[config.mk]
export PLATFORM = sky130hd
export DESIGN_NAME = nor_cmd_seq
export DESIGN_NICKNAME = d
export VERILOG_FILES = /design/src/rtl/nor_pkg.sv /design/src/rtl/nor_cmd_seq.sv
export SDC_FILE = /design/constraint.sdc
export NUM_CORES = 1
export LEC_CHECK = 0
export ABC_AREA = 1
export BUFFER_PORTS_ARGS = -buffer_cell sky130_fd_sc_hd__buf_4
export CAP_MARGIN = 20
export CORE_MARGIN = 3
export CORE_UTILIZATION = 49
export CTS_BUF_LIST = sky130_fd_sc_hd__clkbuf_16
export CTS_CLUSTER_DIAMETER = 100
export DETAILED_ROUTE_END_ITERATION = 8
export PLACE_DENSITY = 0.76
export SYNTH_ARGS = -nofsm -noshare
export SYNTH_HDL_FRONTEND = slang
export SYNTH_SLANG_ARGS = --single-unit
[constraint.sdc]
create_clock -name clk -period 1.5 [get_ports clk]
set_clock_uncertainty 0.1 [all_clocks]
set_input_delay 0.225 -clock clk [delete_from_list [all_inputs] [get_ports clk]]
set_output_delay 0.225 -clock clk [all_outputs]
set_load 0.01 [all_outputs]
[src/rtl/nor_pkg.sv]
package nor_pkg;

    typedef enum logic [3:0] {
        M_READ,
        M_UNL1,
        M_CMD,
        M_PROG,
        M_ER0,
        M_ER1,
        M_ERCMD,
        M_IDENT,
        M_QUERY,
        M_BUSY
    } seq_mode_e;

    typedef struct packed {
        logic prog;
        logic chip_clr;
        logic sect_clr;
    } store_op_t;

    localparam logic [7:0] K_KEY_A   = 8'hAA;
    localparam logic [7:0] K_KEY_B   = 8'h55;
    localparam logic [7:0] K_RESET   = 8'hF0;
    localparam logic [7:0] K_PROG    = 8'hA0;
    localparam logic [7:0] K_ERASE   = 8'h80;
    localparam logic [7:0] K_CHIP    = 8'h10;
    localparam logic [7:0] K_SECT    = 8'h30;
    localparam logic [7:0] K_IDENT   = 8'h90;
    localparam logic [7:0] K_BYPASS  = 8'h20;
    localparam logic [7:0] K_QUERY   = 8'h98;
    localparam logic [7:0] K_BYP_OFF = 8'h00;

    localparam logic [7:0] QUERY_LEN = 8'h34;

    function automatic logic [7:0] query_byte(input logic [7:0] idx,
                                              input int chip_log2,
                                              input int sectors,
                                              input int sector_bytes,
                                              input int width_log2);
        logic [7:0] v;
        case (idx)
            8'h10:   v = 8'h51;
            8'h11:   v = 8'h52;
            8'h12:   v = 8'h59;
            8'h13:   v = 8'h02;
            8'h15:   v = 8'h31;
            8'h27:   v = 8'(chip_log2);
            8'h28:   v = 8'(width_log2);
            8'h2C:   v = 8'h01;
            8'h2D:   v = 8'(sectors - 1);
            8'h2E:   v = 8'((sectors - 1) >> 8);
            8'h2F:   v = 8'(sector_bytes >> 8);
            8'h30:   v = 8'(sector_bytes >> 16);
            8'h31:   v = 8'h50;
            8'h32:   v = 8'h52;
            8'h33:   v = 8'h49;
            default: v = 8'h00;
        endcase
        return v;
    endfunction

endpackage

[src/rtl/nor_cmd_seq.sv]
module nor_cmd_seq
    import nor_pkg::*;
#(
    parameter int SWW              = 4,
    parameter int UNLOCK_A         = 5,
    parameter int UNLOCK_B         = 10,
    parameter int QUERY_ADDR       = 5,
    parameter int SECTOR_ERASE_CYC = 20,
    parameter int CHIP_ERASE_CYC   = 200
) (
    input  logic           clk,
    input  logic           rst,
    input  logic           wr,
    input  logic           rd,
    input  logic [7:0]     cmd,
    input  logic [SWW-1:0] sect_word,
    output seq_mode_e      mode,
    output store_op_t      op,
    output logic           busy,
    output logic [7:0]     status
);

    localparam int MAXC  = (CHIP_ERASE_CYC > SECTOR_ERASE_CYC) ? CHIP_ERASE_CYC : SECTOR_ERASE_CYC;
    localparam int CNT_W = $clog2(MAXC + 1);

    localparam logic [SWW-1:0] AT_A = SWW'(UNLOCK_A);
    localparam logic [SWW-1:0] AT_B = SWW'(UNLOCK_B);
    localparam logic [SWW-1:0] AT_Q = SWW'(QUERY_ADDR);

    seq_mode_e        nxt;
    logic             bypass, nbypass;
    logic [CNT_W-1:0] cnt, load_val;
    logic             load;
    seq_mode_e        idle;
    logic             at_a, at_b, at_q;

    assign idle = bypass ? M_CMD : M_READ;
    assign at_a = (sect_word == AT_A);
    assign at_b = (sect_word == AT_B);
    assign at_q = (sect_word == AT_Q);

    always_comb begin
        nxt      = mode;
        nbypass  = bypass;
        op       = '0;
        load     = 1'b0;
        load_val = '0;
        if (mode == M_BUSY) begin
            if (cnt == CNT_W'(1)) nxt = idle;
        end else if (wr) begin
            if (cmd == K_RESET && mode != M_PROG) begin
                nxt = idle;
            end else begin
                case (mode)
                    M_READ: begin
                        if (at_q && cmd == K_QUERY)      nxt = M_QUERY;
                        else if (at_a && cmd == K_KEY_A) nxt = M_UNL1;
                        else                             nxt = M_READ;
                    end
                    M_UNL1:  nxt = (at_b && cmd == K_KEY_B) ? M_CMD : M_READ;
                    M_CMD: begin
                        if (!bypass && !at_a) begin
                            nxt = idle;
                        end else begin
                            case (cmd)
                                K_PROG:   nxt = M_PROG;
                                K_ERASE:  nxt = M_ER0;
                                K_IDENT:  nxt = M_IDENT;
                                K_BYPASS: begin
                                    nbypass = 1'b1;
                                    nxt     = M_CMD;
                                end
                                default:  nxt = idle;
                            endcase
                        end
                    end
                    M_PROG: begin
                        op.prog = 1'b1;
                        nxt     = idle;
                    end
                    M_ER0:   nxt = (at_a && cmd == K_KEY_A) ? M_ER1 : idle;
                    M_ER1:   nxt = (at_b && cmd == K_KEY_B) ? M_ERCMD : idle;
                    M_ERCMD: begin
                        if (cmd == K_CHIP && at_a) begin
                            op.chip_clr = 1'b1;
                            load        = 1'b1;
                            load_val    = CNT_W'(CHIP_ERASE_CYC);
                            nxt         = M_BUSY;
                        end else if (cmd == K_SECT) begin
                            op.sect_clr = 1'b1;
                            load        = 1'b1;
                            load_val    = CNT_W'(SECTOR_ERASE_CYC);
                            nxt         = M_BUSY;
                        end else begin
                            nxt = idle;
                        end
                    end
                    M_IDENT: begin
                        if (bypass && cmd == K_BYP_OFF) begin
                            nbypass = 1'b0;
                            nxt     = M_READ;
                        end else if (at_q && cmd == K_QUERY) begin
                            nxt = M_QUERY;
                        end else begin
                            nxt = idle;
                        end
                    end
                    default: nxt = idle;
                endcase
            end
        end
    end

    always_ff @(posedge clk) begin
        if (rst) begin
            mode   <= M_READ;
            bypass <= 1'b0;
            cnt    <= '0;
            status <= 8'h00;
        end else begin
            mode   <= nxt;
            bypass <= nbypass;
            if (load) begin
                cnt    <= load_val;
                status <= 8'h00;
            end else begin
                if (mode == M_BUSY && cnt != '0) cnt <= cnt - CNT_W'(1);
                if (mode == M_BUSY && rd) status[6] <= ~status[6];
            end
        end
    end

    assign busy = (mode == M_BUSY);

endmodule

=== Word-level counts from Yosys, hierarchy flattened ===
Index checks and enable logic that the tools add are counted.

* Add/subtract/negate cells: 1
* Eq/ne operators: 26
* Muxes and demuxes: 42
* Reduce and logical (&&, ||, !) cells: 20
* Bitwise gates (word level): 3

{| class="wikitable"
|+ Operators with widths
! operator !! number
|-
| $mux 8 || 7
|-
| $eq 8x8->1 const B || 6
|-
| $mux 4 || 10
|-
| $pmux 4 s7 || 1
|-
| $eq 4x3->1 const B || 5
|-
| $eq 8x6->1 const B || 2
|-
| $mux 3 || 5
|-
| $mux 1 || 13
|-
| $pmux 3 s4 || 1
|-
| $logic_and 1x1->1 || 9
|-
| $eq 4x2->1 const B || 2
|-
| $eq 4x4->1 const B || 2
|-
| $eq 8x1->1 const B || 1
|-
| $eq 8x5->1 const B || 1
|-
| $eq 8x7->1 const B || 1
|-
| $logic_not 8->1 || 1
|-
| $reduce_bool 8->1 || 1
|-
| $sub 8x1->8 const B || 1
|-
| $reduce_and 7->1 || 1
|-
| $mux 2 || 3
|-
| $ne 2x2->1 const B || 3
|-
| $reduce_bool 2->1 || 3
|-
| $mux 5 || 1
|-
| $eq 4x1->1 const B || 1
|-
| other kinds (8) || 11
|}

* Output and inout port bits: 16
* Input bits: 16
* Flip-flop bits (word level): 14
* Word-level logic and storage cells: 96

=== Depth between registers and ports, before layout ===
* Word-level depth: 8
* Depth in mapped cells: 11
* Gate-level depth less buffers: 11

=== Least setup slack after synthesis ===
No wires, ideal clock.

* Path type: register to register
* Start point: reg mode[0]
* End point: reg cnt[4]
* Path buffers: 0
* Stages on the path, launching flop included: 12
* Path slack: 37 ps
* Data required time: 1280 ps
* Arrival: 1243 ps
* Library setup time: 120 ps
* Cell sequence: dfxtp_1 -> inv_2 -> nor2_2 -> nand3_2 -> nand2_2 -> inv_2 -> nand2_1 -> inv_2 -> nand3_1 -> inv_1 -> nor2_4 -> a21oi_2

* Longest elaborated chain between the ends: 6
* Elaborated cells on any way between the ends: 15
* Those cells by class: eq/ne (3); mux (9); reduce/logical (3)

{| class="wikitable"
|+ Ends and longest elaborated chain
! item !! line !! RTL
|-
| start: declaration || nor_cmd_seq.sv:17 || <nowiki>output seq_mode_e mode,</nowiki>
|-
| start signal: assignment || nor_cmd_seq.sv:121 || <nowiki>mode <= nxt;</nowiki>
|-
| $eq 4x3->1 or $ne 4x2->1 (tied branches) || nor_cmd_seq.sv:54, nor_cmd_seq.sv:51 ||
|-
| $mux 8 (tied with other cells) || nor_cmd_seq.sv:54 || <nowiki>case (mode)</nowiki>
|-
| $mux 8 or $mux 1 (tied branches) || nor_cmd_seq.sv:51 || <nowiki>if (cmd == K_RESET && mode != M_PROG) begin</nowiki>
|-
| $mux 8 or $mux 1 (tied branches) || nor_cmd_seq.sv:50 || <nowiki>end else if (wr) begin</nowiki>
|-
| $mux 8 or $mux 1 (tied branches) || nor_cmd_seq.sv:48 || <nowiki>if (mode == M_BUSY) begin</nowiki>
|-
| $mux 8 or $reduce_bool 2->1 (tied branches) || - ||
|-
| end signal: assignment || nor_cmd_seq.sv:124 || <nowiki>cnt <= load_val;</nowiki>
|-
| end signal: assignment || nor_cmd_seq.sv:127 || <nowiki>if (mode == M_BUSY && cnt != '0) cnt <= cnt - CNT_W'(1);</nowiki>
|-
| end: declaration || nor_cmd_seq.sv:32 || <nowiki>logic [CNT_W-1:0] cnt, load_val;</nowiki>
|}

Several ways; a longest one is shown, not always the timed one.
A chain may end at the register's enable or synchronous reset.

==> results.txt <==
The run finished, with violations left. The checks that failed: setup timing. The clock-pin slew of the registers on the worst-case setup and hold paths came out at 50 ps. The maximum operating frequency is 605 MHz.

The number of distinct library cell variants in the gate-level netlist after synthesis is 31. The number of endpoints with negative hold slack in the final report is 0. TritonCTS built the clock tree. From synthesis to final layout, the design area changed by 51.8%. The detailed router placed 1,765 vias in this run.

The post-route worst setup slack is -153 ps. The final critical path takes up 110% of the cycle. The number of antenna violations at the first check in global routing was 0. Overall power consumption after layout is estimated at 1.05 mW. The sort of element at the end of the critical path is an output port. At the worst endpoint, the required time is 1170 ps. Power per unit of standard cell area: 463 nW/um^2. The hold buffer count at cts was 0; the routed length per instance was 13.0 um. The dominant synthesized flop cell was dfxtp_1. Sequential elements use 18.8% of the synthesized area. The first global-routing pass estimated 6240 um of wire. The starting density of the core came out at 52.7%. The library cell used most frequently in the layout, excluding fill and tap cells, is buf_4. After technology mapping, the gate count stands at 240. The count of input and output buffers was 24; the placement row count was 19. In this run the worst hold path is classified as primary input to flop. The number of DRC violations after detailed routing was 0. CTS saw 14 sinks.

The largest fanout on the critical path was 5; the number of maximum-capacitance violations was 0. The number of fillers in the final layout is 182. Entering global routing, the biggest net connects 9 pins.

The placeable core area is 2830 um^2. The count of pins on the block boundary was 32. Via count of the first global-routing pass: 1,497. The share of total power dissipated in sequential elements is 35.4%. The number of diodes added for antenna fixing came out at 0.

Clock period minus worst slack: 1650 ps. The critical path in this run is classified as flop to output port. The total track usage is 22.2%, and the flop and latch count out of synthesis is 14. The clock latency of the later-clocked register in the worst-skew pair came out at 250 ps. The synthesized design contains 0 enable-type register cells. After detailed routing, the total wire length is 4530 um.

The post-place instance area is 1940 um^2. In the layout the commonest cells are buf_4 (69), nand2_1 (57), nor2_1 (30). The die covers 3740 um^2.

The tree is rooted in a clkbuf_16. STA puts the critical path data arrival time at 1330 ps. Setup repair after global routing could not meet its margin everywhere.

The first-pass detailed-route iteration total is 4, and the net switching power is 251 uW. The final RePlAce weighted congestion is 0.867. The post-synthesis area per instance was 6.21 um^2; the count of warnings emitted by yosys was 0. The number of buffers on the longest clock path is 2, and the worst vdd rail ir drop is 0.000431 V. The total CTS buffers is 3.

From bottom edge to top edge, the die measures 61.2 um. The net count of the finished layout is 337. Of the total power, the share spent switching nets is 24.0%. After synthesis, the share of flip-flops with an asynchronous set or reset is 0%. The H-tree depth is 1.

Once detailed placement completed, the half-perimeter wirelength came to 3020 um. For this run the aggregate overflow at the end of global routing stands at 0. After detailed routing, the number of vias per cell comes to 5.07. Of the total power, combinational logic draws 15.3%.

The count of endpoints failing setup in the final report was 12; the overall die width was 61.2 um. The detailed router finished its first iteration with 105 violations. Hold timing on the final database bottoms out at a slack of 61.9 ps. The max-slew violation total from the final report was 0; the clock share of power was 49.3%. The cell area that synthesis handed to floorplanning was 1490 um^2. In the final layout, the share of cells above drive strength 1 is 46.7%.

Once detail routing completed, the nets flagged for antenna violations numbered 0. The internal portion of total power was 797 uW. The kind of launch point of the worst setup path is a flop. After routing the design area is 2260 um^2.

Summed over all cells, the static leakage comes to 1.18 nW.
## final cells by class
class                           instances  area [um^2]  area share [%]
Inverter                               40          160            7.07
Tap cell                               31         38.8            1.71
Clock inverter                          1         3.75           0.166
Multi-Input combinational cell        185         1120            49.7
Sequential cell                        14          288            12.7
Timing Repair Buffer                   74          574            25.4
Clock buffer                            3         75.1            3.31
## cell usage after synthesis (2+ instances only)
cell,number,area share (%)
nand2_1,58,15
clkinv_1,2,0.50
a21oi_1,9,3.0
nor2_8,2,2.7
o21ai_1,6,2.0
dfxtp_1,14,19
xor2_1,5,2.9
nand3_2,2,1.3
nand3_1,11,3.7
nor2_1,35,8.8
nor2_2,5,2.1
buf_4,7,3.5
a21oi_2,5,2.9
nand2_2,8,3.4
ha_1,3,2.5
inv_2,9,2.3
inv_1,28,7.0
o21ai_0,4,1.3
nor2_4,5,3.8
nand4_1,6,2.5
nor3_1,4,1.3
nand2_4,3,2.3
## sequential cells by signal, summed over array words and instances (netlist names)
name,flops
cnt,8
mode,4
bypass,1
status,1
## worst max-delay path: stages, from the launching register on
cell and delay, ps:
dfxtp_4 390, nand2_2 80, inv_2 60, nand2_2 70, nand3_2 80, nand2_2 70
inv_4 70, nand2_4 60, nor2_4 100, buf_6 110
## final timing paths
kind	slack, ps	start	depth (start not counted)	to
setup / recovery	-150	mode[1]	9	op[1]
hold reg to reg	430	cnt[1]	2	cnt[1]
setup reg to reg	-110	mode[0]	10	cnt[7]
hold / removal	60	rst	2	mode[2]
## through the flow
step	TNS, ps	setup slack [ps]	cells	util [%]
floorplan	0	37.0	246	-
global placement	-101	-47.7	328	68.4
detailed placement	-240	-57.2	328	68.4
CTS	-367	-150	341	74.8
global route	-1870	-225	348	80.1
finish	-1040	-153	348	80.1
## kinds of logic after synthesis
logic type               Yosys count  synth area share [%]
AND/OR/NAND/NOR                  144                  50.6
buffers and inverters             47                  13.9
AO/OA/AOI/OAI                     25                  10.4
flip-flops                        14                  18.8
XOR/XNOR                           6                  3.52
adder cells (fa/ha/maj)            3                  2.52
other                              1                 0.251
## repair_timing
| item | CTS | global route |
|---|---|---|
| resized for setup | 14 | 30 |
| hold endpoints to repair | 0 | 0 |
| setup endpoints to repair | 10 | 16 |
| pin swaps | 5 | 18 |
| buffers inserted | 9 | 8 |
## routing by layer
metal	up-vias	global-route usage [%]	share of wire, %
li1	886	-	-
met1	796	28.1	39
met2	70	38.1	52
met3	13	3.77	6.8
met4	0	7.43	2.6
met5	-	0	0
## power groups by stage
| stage | clock [mW] | sequential (mW) | combinational, mW |
|---|---|---|---|
| after detailed placement | 0 | 0.380 | 0.145 |
| final | 0.517 | 0.371 | 0.160 |
| after CTS | 0.516 | 0.371 | 0.149 |
| after floorplan | 0 | 0.380 | 0.0774 |
| after global placement | 0 | 0.380 | 0.145 |
| after global routing | 0.537 | 0.370 | 0.175 |
Power figures use the tool's default switching activity.
